**src/rtl/pwm_cap_pkg.sv**
```systemverilog
// Shared register map and field layouts for the capture channel.
// Assumes a 3-bit register address space.
package pwm_cap_pkg;
    localparam int ADDR_W = 3;
    localparam int CTRL_W = 4;
    localparam int STAT_W = 3;

    typedef enum logic [ADDR_W-1:0] {
        REG_CTRL   = 3'd0,
        REG_PERIOD = 3'd1,
        REG_STATUS = 3'd2,
        REG_RISE   = 3'd3,
        REG_FALL   = 3'd4,
        REG_COUNT  = 3'd5
    } reg_addr_e;

    // Control register, bit 0 is the enable
    typedef struct packed {
        logic fall_ie;
        logic rise_ie;
        logic invert;
        logic enable;
    } ctrl_t;

    // Status register, bit 0 is the rising indicator
    typedef struct packed {
        logic irq;
        logic fell;
        logic rose;
    } status_t;
endpackage

```
**src/rtl/cap_input_conditioner.sv**
```systemverilog
// Synchronizes the raw pin and detects its transitions.
// Edges are found on the synchronized raw level and then swapped when the
// invert bit is set, so toggling the invert bit never makes a false edge.
// Assumes STAGES >= 2.
module cap_input_conditioner #(
    parameter int STAGES = 2
) (
    input  logic clk,
    input  logic rst_n,
    input  logic pin_i,
    input  logic invert_i,
    output logic rise_o,
    output logic fall_o
);
    logic [STAGES-1:0] sync_q;
    logic              prev_q;
    logic              raw_rise;
    logic              raw_fall;

    // Synchronizer chain, one flop per stage
    generate
        for (genvar s = 0; s < STAGES; s++) begin : g_sync
            if (s == 0) begin : g_first
                always_ff @(posedge clk) begin
                    if (!rst_n) sync_q[s] <= 1'b0;
                    else        sync_q[s] <= pin_i;
                end
            end else begin : g_next
                always_ff @(posedge clk) begin
                    if (!rst_n) sync_q[s] <= 1'b0;
                    else        sync_q[s] <= sync_q[s-1];
                end
            end
        end
    endgenerate

    // Previous synchronized level, for edge comparison
    always_ff @(posedge clk) begin
        if (!rst_n) prev_q <= 1'b0;
        else        prev_q <= sync_q[STAGES-1];
    end

    // Raw edges, then polarity swap when inverted
    always_comb begin
        raw_rise = sync_q[STAGES-1] & ~prev_q;
        raw_fall = ~sync_q[STAGES-1] & prev_q;
        rise_o   = invert_i ? raw_fall : raw_rise;
        fall_o   = invert_i ? raw_rise : raw_fall;
    end
endmodule

```
**src/rtl/cap_downcounter.sv**
```systemverilog
// Free-running down-counter that reloads from a period value at zero.
// Assumes the period may change at any time; the new value is used at the
// next reload.
module cap_downcounter #(
    parameter int W = 16
) (
    input  logic         clk,
    input  logic         rst_n,
    input  logic         run_i,
    input  logic [W-1:0] period_i,
    output logic [W-1:0] count_o
);
    logic [W-1:0] cnt_q;

    // Count down while running, reload at zero, hold otherwise
    always_ff @(posedge clk) begin
        if (!rst_n)            cnt_q <= '0;
        else if (run_i) begin
            if (cnt_q == '0)   cnt_q <= period_i;
            else               cnt_q <= cnt_q - 1'b1;
        end
    end

    assign count_o = cnt_q;
endmodule

```
**src/rtl/cap_edge_latch.sv**
```systemverilog
// One capture direction: a value register and its sticky indicator.
// A capture always overwrites the value. The set wins over a same-cycle clear.
module cap_edge_latch #(
    parameter int W = 16
) (
    input  logic         clk,
    input  logic         rst_n,
    input  logic         capture_i,
    input  logic         clear_i,
    input  logic [W-1:0] count_i,
    output logic [W-1:0] value_o,
    output logic         flag_o
);
    logic [W-1:0] val_q;
    logic         flag_q;

    // Store the counter on every qualified capture
    always_ff @(posedge clk) begin
        if (!rst_n)         val_q <= '0;
        else if (capture_i) val_q <= count_i;
    end

    // Sticky indicator, set has priority over write-one-to-clear
    always_ff @(posedge clk) begin
        if (!rst_n)         flag_q <= 1'b0;
        else if (capture_i) flag_q <= 1'b1;
        else if (clear_i)   flag_q <= 1'b0;
    end

    assign value_o = val_q;
    assign flag_o  = flag_q;
endmodule

```
**src/rtl/pwm_capture_channel.sv**
```systemverilog
// One input capture channel: synchronizer, edge detect, down-counter,
// per-direction capture registers, shared interrupt flag and a register port.
// Assumes DATA_W >= CNT_W and at most one register access per cycle.
module pwm_capture_channel
    import pwm_cap_pkg::*;
#(
    parameter int CNT_W       = 16,
    parameter int DATA_W      = 16,
    parameter int SYNC_STAGES = 2
) (
    input  logic              clk,
    input  logic              rst_n,
    input  logic              cap_pin,
    input  logic [ADDR_W-1:0] reg_addr,
    input  logic              reg_we,
    input  logic [DATA_W-1:0] reg_wdata,
    output logic [DATA_W-1:0] reg_rdata,
    output logic              cap_irq
);
    localparam int N_DIR = 2;
    localparam int DIR_RISE = 0;
    localparam int DIR_FALL = 1;

    ctrl_t              ctrl_q;
    logic [CNT_W-1:0]   period_q;
    logic               irq_flag_q;
    logic               chan_en;
    logic               rise_evt;
    logic               fall_evt;
    logic [CNT_W-1:0]   count;
    logic               stat_wr;
    status_t            stat_wdata;
    logic               irq_set;
    logic [N_DIR-1:0]   dir_evt;
    logic [N_DIR-1:0]   dir_clr;
    logic [N_DIR-1:0]   dir_flag;
    logic [CNT_W-1:0]   dir_val [N_DIR];

    assign chan_en    = ctrl_q.enable;
    assign stat_wr    = reg_we && (reg_addr == REG_STATUS);
    assign stat_wdata = status_t'(reg_wdata[STAT_W-1:0]);

    // Control and period registers
    always_ff @(posedge clk) begin
        if (!rst_n) begin
            ctrl_q   <= '0;
            period_q <= '0;
        end else if (reg_we) begin
            if (reg_addr == REG_CTRL)   ctrl_q   <= ctrl_t'(reg_wdata[CTRL_W-1:0]);
            if (reg_addr == REG_PERIOD) period_q <= reg_wdata[CNT_W-1:0];
        end
    end

    cap_input_conditioner #(.STAGES(SYNC_STAGES)) u_cond (
        .clk      (clk),
        .rst_n    (rst_n),
        .pin_i    (cap_pin),
        .invert_i (ctrl_q.invert),
        .rise_o   (rise_evt),
        .fall_o   (fall_evt)
    );

    cap_downcounter #(.W(CNT_W)) u_cnt (
        .clk      (clk),
        .rst_n    (rst_n),
        .run_i    (chan_en),
        .period_i (period_q),
        .count_o  (count)
    );

    // Qualified events and clears per direction
    always_comb begin
        dir_evt[DIR_RISE] = chan_en & rise_evt;
        dir_evt[DIR_FALL] = chan_en & fall_evt;
        dir_clr[DIR_RISE] = stat_wr & stat_wdata.rose;
        dir_clr[DIR_FALL] = stat_wr & stat_wdata.fell;
    end

    generate
        for (genvar d = 0; d < N_DIR; d++) begin : g_dir
            cap_edge_latch #(.W(CNT_W)) u_latch (
                .clk       (clk),
                .rst_n     (rst_n),
                .capture_i (dir_evt[d]),
                .clear_i   (dir_clr[d]),
                .count_i   (count),
                .value_o   (dir_val[d]),
                .flag_o    (dir_flag[d])
            );
        end
    endgenerate

    assign irq_set = (dir_evt[DIR_RISE] & ctrl_q.rise_ie) |
                     (dir_evt[DIR_FALL] & ctrl_q.fall_ie);

    // Shared interrupt flag, set beats clear
    always_ff @(posedge clk) begin
        if (!rst_n)                       irq_flag_q <= 1'b0;
        else if (irq_set)                 irq_flag_q <= 1'b1;
        else if (stat_wr & stat_wdata.irq) irq_flag_q <= 1'b0;
    end

    assign cap_irq = irq_flag_q & chan_en;

    // Read multiplexer
    always_comb begin
        reg_rdata = '0;
        case (reg_addr)
            REG_CTRL:   reg_rdata = DATA_W'(ctrl_q);
            REG_PERIOD: reg_rdata = DATA_W'(period_q);
            REG_STATUS: reg_rdata = DATA_W'({irq_flag_q, dir_flag[DIR_FALL], dir_flag[DIR_RISE]});
            REG_RISE:   reg_rdata = DATA_W'(dir_val[DIR_RISE]);
            REG_FALL:   reg_rdata = DATA_W'(dir_val[DIR_FALL]);
            REG_COUNT:  reg_rdata = DATA_W'(count);
            default:    reg_rdata = '0;
        endcase
    end
endmodule

```
**config.mk**
```make
export PLATFORM = sky130hd
export DESIGN_NAME = pwm_capture_channel
export DESIGN_NICKNAME = d
export VERILOG_FILES = /design/src/rtl/pwm_cap_pkg.sv /design/src/rtl/cap_input_conditioner.sv /design/src/rtl/cap_downcounter.sv /design/src/rtl/cap_edge_latch.sv /design/src/rtl/pwm_capture_channel.sv
export SDC_FILE = /design/constraint.sdc
export NUM_CORES = 1
export LEC_CHECK = 0
export ABC_AREA = 1
export BUFFER_PORTS_ARGS = -buffer_cell sky130_fd_sc_hd__buf_4
export CELL_PAD_IN_SITES_DETAIL_PLACEMENT = 1
export CELL_PAD_IN_SITES_GLOBAL_PLACEMENT = 2
export CORE_ASPECT_RATIO = 1.5
export CORE_MARGIN = 10
export CORE_UTILIZATION = 29
export DETAILED_ROUTE_END_ITERATION = 6
export GPL_ROUTABILITY_DRIVEN = 0
export PLACE_DENSITY_LB_ADDON = 0.1
export SLEW_MARGIN = 20
export SYNTH_ARGS = -nofsm -noshare
export SYNTH_HDL_FRONTEND = slang
export SYNTH_SLANG_ARGS = --single-unit
export TNS_END_PERCENT = 100
```
**constraint.sdc**
```tcl
create_clock -name clk -period 1.5 [get_ports clk]
set_input_delay 0 -clock clk [delete_from_list [all_inputs] [get_ports clk]]
set_output_delay 0 -clock clk [all_outputs]
set_load 0.01 [all_outputs]
```
==> results of run 1 <==
power breakdown:
group,total (W),switching [W],internal [W]
clock,0.00237,0.000903,0.00146
sequential,0.00206,0.0000436,0.00202
combinational,0.00138,0.000786,0.000598
total,0.00581,0.00173,0.00408
cells in the mapped netlist, drive strengths merged:
library cell,count,area [sq um]
nand2,94,360.3
inv,87,326.6
o21ai,76,380.4
dfxtp,74,1481
a21oi,65,336.6
nor2,58,245.2
nand3,27,145.1
clkbuf,16,60.06
o221ai,12,105.1
buf,11,76.32
a22oi,9,67.56
o22ai,9,56.30
clkinv,2,12.51
ha,2,25.02
nand4,2,12.51
nor3,2,15.01
o211ai,1,7.510
or2,1,6.260
xor2,1,8.760
layer usage:
layer | global-route usage | up-vias
met1 | 0.1690 | 1994
met2 | 0.3016 | 46
met4 | 0.07350 | 0
met5 | 0 | -
li1 | - | 2013
met3 | 0.02712 | 18
layout make-up:
cell class / instances / area [sq um] / share of cell area
Clock buffer: 10 / 229.0 / 0.04340
Clock inverter: 6 / 91.34 / 0.01731
Inverter: 89 / 347.8 / 0.06592
Multi-Input combinational cell: 359 / 1948 / 0.3692
Sequential cell: 74 / 1488 / 0.2820
Tap cell: 156 / 195.2 / 0.03699
Timing Repair Buffer: 118 / 977.2 / 0.1852
worst max path at each step:
stage | start | end | slack [ps]
global placement | u_cnt.count_o[0]$_SDFFE_PN0P_ | u_cnt.count_o[7]$_SDFFE_PN0P_ | -60
global route | u_cnt.count_o[6]$_SDFFE_PN0P_ | u_cnt.count_o[7]$_SDFFE_PN0P_ | -30
floorplan | u_cnt.count_o[0]$_SDFFE_PN0P_ | u_cnt.count_o[4]$_SDFFE_PN0P_ | 10
CTS | u_cnt.count_o[0]$_SDFFE_PN0P_ | u_cnt.count_o[11]$_SDFFE_PN0P_ | 0.6
detailed placement | u_cnt.count_o[0]$_SDFFE_PN0P_ | u_cnt.count_o[9]$_SDFFE_PN0P_ | -80
finish | u_cnt.count_o[2]$_SDFFE_PN0P_ | u_cnt.count_o[7]$_SDFFE_PN0P_ | 50
worst reg2reg max path: cells and delay by family, from the launching register on:
family	cells	cell delay [ps]
buffers and inverters	1	150
AND/OR/NAND/NOR	4	490
AO/OA/AOI/OAI	2	320
flip-flops	1	370
metrics by stage:
step                      instances  setup WS, ps  power (W)  setup TNS (ps)  area (sq um)
final                           812         52.94   0.005809               0          5276
after global routing            812        -29.70   0.006095          -110.6          5276
after CTS                       810        0.6394   0.005710               0          5090
after detailed placement        774        -84.52   0.003240          -590.5          4533
after global placement          774        -55.12   0.003210          -255.5          4533
after floorplan                 549         13.46   0.002770               0          3729
cells by family after synthesis:
family                   Yosys count  synth area share
AND/OR/NAND/NOR                  184            0.2104
AO/OA/AOI/OAI                    172            0.2557
buffers and inverters            116            0.1275
flip-flops                        74            0.3973
adder cells (fa/ha/maj)            2          0.006710
XOR/XNOR                           1          0.002349
state kept, by name, indices dropped and copies added, names as in the netlist:
name / count
irq_flag_q: 1
period_q: 16
u_cond.sync_q: 2
chan_en: 1
g_dir.u_latch.flag_o: 2
u_cnt.count_o: 16
g_dir.u_latch.value_o: 32
u_cond.prev_q: 1
ctrl_q: 3
repair_timing:
item / 4_1_cts / 5_1_grt
pin swaps: 1 / 20
gates resized for setup: 12 / 57
hold buffers: 19 / 0
gates cloned: 0 / 0
endpoints found under the hold margin: 25 / 0
setup endpoints to repair: 14 / 18
buffers inserted: 1 / 2
==> qor.yml, run 1 <==
setup_path:
  path_cells: "nor2_1 -> nand2_2 -> nor2_4 -> nand2_4 -> buf_6 -> o211ai_1 -> a21oi_1"
  critical_path.top_delay_family: "simple AND/OR/NAND/NOR gates"
  r2r_cells: 7
  path_class: "reg -> reg"
  timing.rr.start: "u_cnt.count_o[2]$_SDFFE_PN0P_"
  r2r-end: "u_cnt.count_o[7]$_SDFFE_PN0P_"
  required_ps: 1730
  path_depth: 7
  critPathBufInv: 1
  rrSetupSlack_ps: 50
  timing.critical_path.arrival_ps: 1670
  cp-start-kind: "register"
  slowest_stage: "dfxtp_1"
  crit_fanout: 7
  cp_slowest_stage_delay_ps: 370
  endpoint_kind: "register"
power:
  p_per_area_mw_per_mm2: 1101
  power.leakage_nw: 2.291
  ir_drop_mv: 0.5291
clock_tree:
  cts_tree: "done"
  clk_pin_slew_ps: 60
  numCtsBuffers: 9
  clk_latency_ps: 340
  htree_levels: 3
  clk_path_buf_depth: 2
  cts_sinks: 74
  cts-root-buf: "clkbuf_16"
drt:
  drc: 0
  routed.top_layer: "met4"
  initialDrtViolationCount: 168
  via_per_inst: 5.014
  wl_per_cell_um: 18.27
  num_vias: 4071
  dr_wl_met3_um: 338
  wirelength_um: 14840
  drtAntennaViolNets: 0
  dr_wl_met2_um: 8222
  detail_route.wirelength.met1_um: 5923
  firstDrtPassIters: 4
finish:
  final_cell_mix: "buf_4, nand2_1, inv_1"
  nets: 676
  syn2layout_area_growth_pct: 41.51
  final_common_cell: "buf_4"
  fill_cells: 1570
  drive_gt1_frac: 0.2591
  final_core_util: 0.4196
  antenna_cells: 0
hold_path:
  hold_end: "g_dir[0].u_latch.flag_o$_SDFFE_PN0P_"
  worst_hold_path_type: "in -> reg"
  hold_depth: 6
  min_from: "reg_we"
timing:
  timing.final.max_slew_violations: 0
  skew_ps: 5.466
  layout_min_cycle_time_ps: 1447
  finalSetupViolations: 0
  fmax_mhz: 691.1
  hold_ws_ps: 142.5
  slew_headroom: 0.7185
  min_period_over_period: 0.9647
  worst_pin_slew_ps: 421.7
  final-hold-violation-count: 0
  rsz0062_at_grt: "yes"
die:
  die_y_um: 158.9
  rows: 50
  die_w_um: 112.6
  core_area_sq_mm: 0.01257
  dieArea_sq_mm: 0.01789
  initial_core_util: 0.2965
  io_pins: 40
yosys:
  yosys_register_bits: 74
  synthCells: 549
  synth_nets: 574
  ys_seq_area_frac: 0.3973
  syn_area_sq_mm: 0.003729
  yosys_warnings: 0
  synth_cell_types: 30
  syn_avg_cell_area_sq_um: 6.792
status:
  status: "finished, final reports clean"
grt:
  grtUsageTotal: 0.1618
  grt_max_degree: 37
  grt_pass1_vias: 4356
  antenna_found_initial: 0
  grt_pass1_wl_um: 22920
  grt_overflow: 0
placement:
  place_hpwl_um: 10810
  io_buffers: 39
run:
  drv_cap: 0
Note: power is estimated with default switching activity, not from simulation.
==> run 2: changes to the inputs <==
Settings changed: ABC_AREA 1 to 0, CAP_MARGIN set to 20, CORE_UTILIZATION 29 to 33.
==> run 2 against run 1 <==
Net effect:
- the run now ends with setup timing left
- sequential share of layout area grew 0.11 points
- final cell count shrank 17%
- combinational power shrank 45%
- routed wire length fell by 9.8%
- critical path depth stayed put
- critical path type unchanged
- critical endpoint is now u_cnt.count_o[6]$_SDFFE_PN0P_
- highest routed layer unchanged
==> qor.yml, run 2 <==
finish:
  antenna_cells: 0
  largest_register_ffs: 32
  fill_cells: 1246
  nets: 546
  syn2layout_area_growth_pct: 39.99
  stdcell_area_sq_mm: 0.005291
  final_common_cell: "buf_4"
  drive_gt1_frac: 0.3175
  final_cell_mix: "buf_4, mux2i_1, dfxtp_1"
  final_core_util: 0.4761
grt:
  grtUsageTotal: 0.1706
  grt_pass1_wl_um: 21180
  grt_overflow: 0
  grt_max_degree: 25
  grt_pass1_vias: 3814
  antenna_found_initial: 0
timing:
  skew_ps: 8.278
  timing.final.max_slew_violations: 0
  setup_ws_ps: -220.4
  final-hold-violation-count: 0
  tns_ps: -2684
  finalSetupViolations: 19
  layout_min_cycle_time_ps: 1720
  worst_pin_slew_ps: 650.3
  rsz0062_at_grt: "yes"
  fmax_mhz: 581.3
  slew_headroom: 0.5665
  min_period_over_period: 1.147
yosys:
  yosys_register_bits: 74
  synth_cell_types: 54
  synth_top_cell_area_share: 0.3919
  ys_top_cells_by_count: "dfxtp_1, mux2i_1, nand2_1"
  synth_nets: 451
  synthCells: 426
  ys_top_cells_by_area: "dfxtp_1, mux2i_1, nand2_1, nor2_1, o22ai_1"
  syn_avg_cell_area_sq_um: 8.873
  synth_ff_type: "dfxtp_1"
  synth_edf_count: 0
  syn_area_sq_mm: 0.003780
  async_flop_share: 0
  yosysMostFrequentCell: "dfxtp_1"
  ys_seq_area_frac: 0.3919
  yosys_warnings: 0
  yosys.area.top_type: "dfxtp_1"
drt:
  firstDrtPassIters: 4
  wl_per_cell_um: 19.88
  num_vias: 3506
  drc: 0
  wirelength_um: 13380
  initialDrtViolationCount: 96
  via_per_inst: 5.210
  drtAntennaViolNets: 0
setup_path:
  rrSetupSlack_ps: -220
  slowest_stage: "dfxtp_4"
  path_class: "reg -> reg"
  crit_fanout: 8
  required_ps: 1730
  critical_path.top_delay_family: "simple AND/OR/NAND/NOR gates"
  cp-start-kind: "register"
  critPathBufInv: 2
  endpoint_kind: "register"
  path_cells: "inv_4 -> ha_4 -> nor3b_4 -> buf_4 -> and4_4 -> o21ai_0 -> a32o_1"
  timing.critical_path.arrival_ps: 1950
  cp_slowest_stage_delay_ps: 350
clock_tree:
  cts_tree: "done"
  numCtsBuffers: 9
  clk_latency_ps: 340
  clk_path_buf_depth: 2
  cts-root-buf: "clkbuf_16"
  cts_sinks: 74
  clk_pin_slew_ps: 60
  htree_levels: 3
die:
  core_area_sq_mm: 0.01111
  die_y_um: 151.1
  dieArea_sq_mm: 0.01622
  initial_core_util: 0.3401
  die_w_um: 107.4
  io_pins: 40
  rows: 47
power:
  ir_drop_mv: 0.5971
  p_per_area_mw_per_mm2: 931.7
  power.leakage_nw: 2.327
status:
  violations: "setup timing"
  status: "complete, but fails checks"
hold_path:
  worst_hold_path_type: "in -> reg"
run:
  drv_cap: 0
placement:
  place_hpwl_um: 9737
  io_buffers: 39
  placed_area_sq_mm: 0.004536
## run 2: path summary, 6_finish.rpt
check / depth (start not counted) / from / to
min reg2reg: 1 / u_cond.sync_q[0]$_SDFF_PN0_ / u_cond.sync_q[1]$_SDFF_PN0_
max reg2reg: 7 / u_cnt.count_o[0]$_SDFFE_PN0P_ / u_cnt.count_o[6]$_SDFFE_PN0P_
min: 4 / reg_addr[1] / period_q[3]$_SDFFE_PN0P_
max: 7 / u_cnt.count_o[0]$_SDFFE_PN0P_ / u_cnt.count_o[6]$_SDFFE_PN0P_
## run 2: layer usage
layer  wire length (um)  vias up  track usage
li1                   -     1699            -
met2               7400       73       0.3192
met1               5037     1712       0.1757
met4                376        0      0.07976
met5                  0        -            0
met3                566       22      0.03573
## run 2: final cells by class
type	count	area [sq um]	area share
sequential	74	1498	0.2830
clock buffer	11	232.7	0.04398
tap	147	183.9	0.03476
inverter	13	51.30	0.009695
multi-input combinational	299	2211	0.4178
clock inverter	5	53.80	0.01017
timing repair buffer	124	1061	0.2005
## run 2: timing repair
action	4_1_cts	5_1_grt
endpoints found under the setup margin	19	24
pin swaps	10	7
endpoints found under the hold margin	25	0
gates resized for setup	34	17
setup buffers	10	0
hold buffers	19	0
## run 2: worst reg2reg max path, delay by kind of cell (launching register included)
| family | cells | cell delay (ps) |
|---|---|---|
| AO/OA/AOI/OAI | 2 | 390 |
| adder cells (fa/ha/maj) | 1 | 130 |
| buffers and inverters | 2 | 220 |
| flip-flops | 1 | 350 |
| AND/OR/NAND/NOR | 2 | 530 |
## run 2: cells by family (layout without fill, tap and decap cells)
logic type | after synthesis | in the layout | share of synthesized area
AO/OA/AOI/OAI | 79 | 79 | 0.1311
adder cells (fa/ha/maj) | 2 | 2 | 0.006619
buffers and inverters | 53 | 153 | 0.06223
flip-flops | 74 | 74 | 0.3919
multiplexers | 73 | 73 | 0.2052
AND/OR/NAND/NOR | 145 | 145 | 0.2029
## run 2: power breakdown
group,total (W),switching [W],internal [W]
registers,0.00201,0.0000250,0.00198
clock network,0.00216,0.000876,0.00128
logic,0.000761,0.000365,0.000396
total,0.00493,0.00127,0.00366
## run 2: through the flow
stage,hold slack (ps),cells,setup WS [ps],total power (W)
6_report,72.26,673,-220.4,0.004930
5_1_grt,103.7,673,-274.9,0.005120
4_1_cts,63.59,673,-154.5,0.004949
3_5_place_dp,223.1,628,-210.4,0.002661
3_3_place_gp,213.0,628,-180.6,0.002654
2_1_floorplan,127.3,426,-214.2,0.002408
==> run 3: changes to the inputs <==
Settings changed: PLACE_DENSITY set to 0.76, PLACE_DENSITY_LB_ADDON 0.1 to unset.
==> run 3 against run 2 <==
Net effect:
- register-to-register slack worse by 20 ps
- setup slack worse by 21 ps
- flip-flop and latch count unchanged
- worst hold slack worse by 27 ps
- combinational power up 1%
- die area unchanged
- the run still ends with setup timing left
- first-iteration DRC count up 2.1%
- sequential share of layout area up 0.057 points
- final cell count down 0.89%
- largest power group unchanged
- clock skew up 1.0 ps
==> qor.yml, run 3 (same netlist as run 2, synthesis figures left out) <==
clock_tree:
  cts-root-buf: "clkbuf_16"
  cts_sinks: 74
  htree_levels: 3
  clk_pin_slew_ps: 60
  numCtsBuffers: 9
  cts_tree: "done"
  clk_latency_ps: 340
  clk_path_buf_depth: 2
grt:
  grt_overflow: 0
  grtUsageTotal: 0.1695
  antenna_found_initial: 0
  grt_pass1_vias: 3884
  grt_pass1_wl_um: 21220
  grt_max_degree: 43
setup_path:
  path_class: "reg -> reg"
  r2r-end: "u_cnt.count_o[8]$_SDFFE_PN0P_"
  rrSetupSlack_ps: -240
  r2r_cells: 7
  cp-start-kind: "register"
  timing.rr.start: "u_cnt.count_o[0]$_SDFFE_PN0P_"
  crit_fanout: 6
  timing.critical_path.arrival_ps: 1970
  endpoint_kind: "register"
  required_ps: 1730
drt:
  wirelength_um: 13620
  initialDrtViolationCount: 98
  routed.top_layer: "met4"
  drtAntennaViolNets: 0
  via_per_inst: 5.313
  num_vias: 3544
  dr_wl_met3_um: 359
  dr_wl_met2_um: 7591
  wl_per_cell_um: 20.42
  detail_route.wirelength.met1_um: 5245
  drc: 0
  firstDrtPassIters: 4
timing:
  slew_headroom: 0.5584
  fmax_mhz: 574.3
  setup_ws_ps: -241.2
  finalSetupViolations: 19
  worst_pin_slew_ps: 662.5
  skew_ps: 9.326
  final-hold-violation-count: 0
  min_period_over_period: 1.161
  rsz0062_at_grt: "yes"
  hold_ws_ps: 45.18
  layout_min_cycle_time_ps: 1741
  timing.final.max_slew_violations: 0
finish:
  register_area_sq_mm: 0.001501
  final_cell_mix: "buf_4, mux2i_1, dfxtp_1"
  largest_register_ffs: 32
  nets: 540
  fill_cells: 1247
  final_cells: 667
  final_common_cell: "buf_4"
  antenna_cells: 0
  drive_gt1_frac: 0.3250
  multi_input_area_sq_mm: 0.002223
  syn2layout_area_growth_pct: 40.05
die:
  rows: 47
  die_y_um: 151.1
  core_area_sq_mm: 0.01111
  initial_core_util: 0.3401
  io_pins: 40
  dieArea_sq_mm: 0.01622
  die_w_um: 107.4
power:
  p_per_area_mw_per_mm2: 968.2
  power.leakage_nw: 2.333
  ir_drop_mv: 0.5721
placement:
  io_buffers: 39
  place_hpwl_um: 9247
  dpl.cell_count: 623
status:
  violations: "setup timing"
  status: "complete, but fails checks"
hold_path:
  min_from: "rst_n"
  hold_end: "u_cnt.count_o[7]$_SDFFE_PN0P_"
  hold_depth: 3
  worst_hold_path_type: "in -> reg"
run:
  drv_cap: 0
==> run 3: cell count changes in the layout (fill, tap and decap cells not counted), moves of 2 or more <==
| cell | delta |
|---|---|
| nor3b_1 | -2 |
| buf_4 | -3 |
| o22ai_1 | +2 |
| a21oi_2 | +2 |
| dlygate4sd3_1 | -2 |
| nor3b_2 | +2 |
| o22ai_2 | -2 |
==> run 3: stage by stage <==
stage / worst slack, ps / utilization / area (sq um) / total power (W) / setup TNS (ps)
floorplan: -214.2 / - / 3805 / 0.002408 / -1239
global placement: -193.0 / 0.4058 / 4511 / 0.002643 / -1664
detailed placement: -224.2 / 0.4058 / 4511 / 0.002654 / -2321
CTS: -194.1 / 0.4658 / 5177 / 0.005092 / -2236
global route: -284.7 / 0.4763 / 5294 / 0.005290 / -3610
finish: -241.2 / 0.4763 / 5294 / 0.005126 / -2535
==> run 3: worst max-delay path by stage <==
stage | from | to | slack (ps) | cells after the start
final | u_cnt.count_o[0]$_SDFFE_PN0P_ | u_cnt.count_o[8]$_SDFFE_PN0P_ | -240 | 7
after global routing | u_cnt.count_o[1]$_SDFFE_PN0P_ | u_cnt.count_o[8]$_SDFFE_PN0P_ | -280 | 7
after CTS | u_cnt.count_o[2]$_SDFFE_PN0P_ | reg_rdata[2] | -190 | 6
after detailed placement | u_cnt.count_o[0]$_SDFFE_PN0P_ | u_cnt.count_o[8]$_SDFFE_PN0P_ | -220 | 7
after global placement | u_cnt.count_o[0]$_SDFFE_PN0P_ | u_cnt.count_o[9]$_SDFFE_PN0P_ | -190 | 6
after floorplan | u_cnt.count_o[5]$_SDFFE_PN0P_ | u_cnt.count_o[8]$_SDFFE_PN0P_ | -210 | 6
==> run 3: power by group <==
part	switching, W	internal [W]	leakage (nW)
registers	0.0000256	0.00198	0.603
clock network	0.000849	0.00150	0.160
logic	0.000376	0.000395	1.57
==> run 3: layout make-up <==
cell class,count,area share
Multi-Input combinational cell,299,0.4200
Sequential cell,74,0.2836
Timing Repair Buffer,118,0.1912
Clock buffer,11,0.04585
Tap cell,147,0.03474
Clock inverter,5,0.01442
Inverter,13,0.01016
==> run 3: metal layers <==
| metal | global-route usage | vias up |
|---|---|---|
| li1 | - | 1688 |
| met2 | 0.3199 | 66 |
| met1 | 0.1761 | 1767 |
| met4 | 0.08780 | 0 |
| met5 | 0 | - |
| met3 | 0.02382 | 23 |
==> run 3: critical path, cell delays in order, from the launching register on <==
cell and delay (ps):
dfxtp_4 350, inv_4 70, ha_4 130, nor3b_4 260
nand4_4 170, buf_6 180, mux2_4 290, a32o_1 190
==> run 3: timing repair <==
action | CTS | global route
pin swaps | 6 | 11
endpoints found under the setup margin | 19 | 23
gates resized for setup | 31 | 25
buffers inserted | 8 | 3
hold buffers | 17 | 0
hold endpoints to repair | 23 | 0
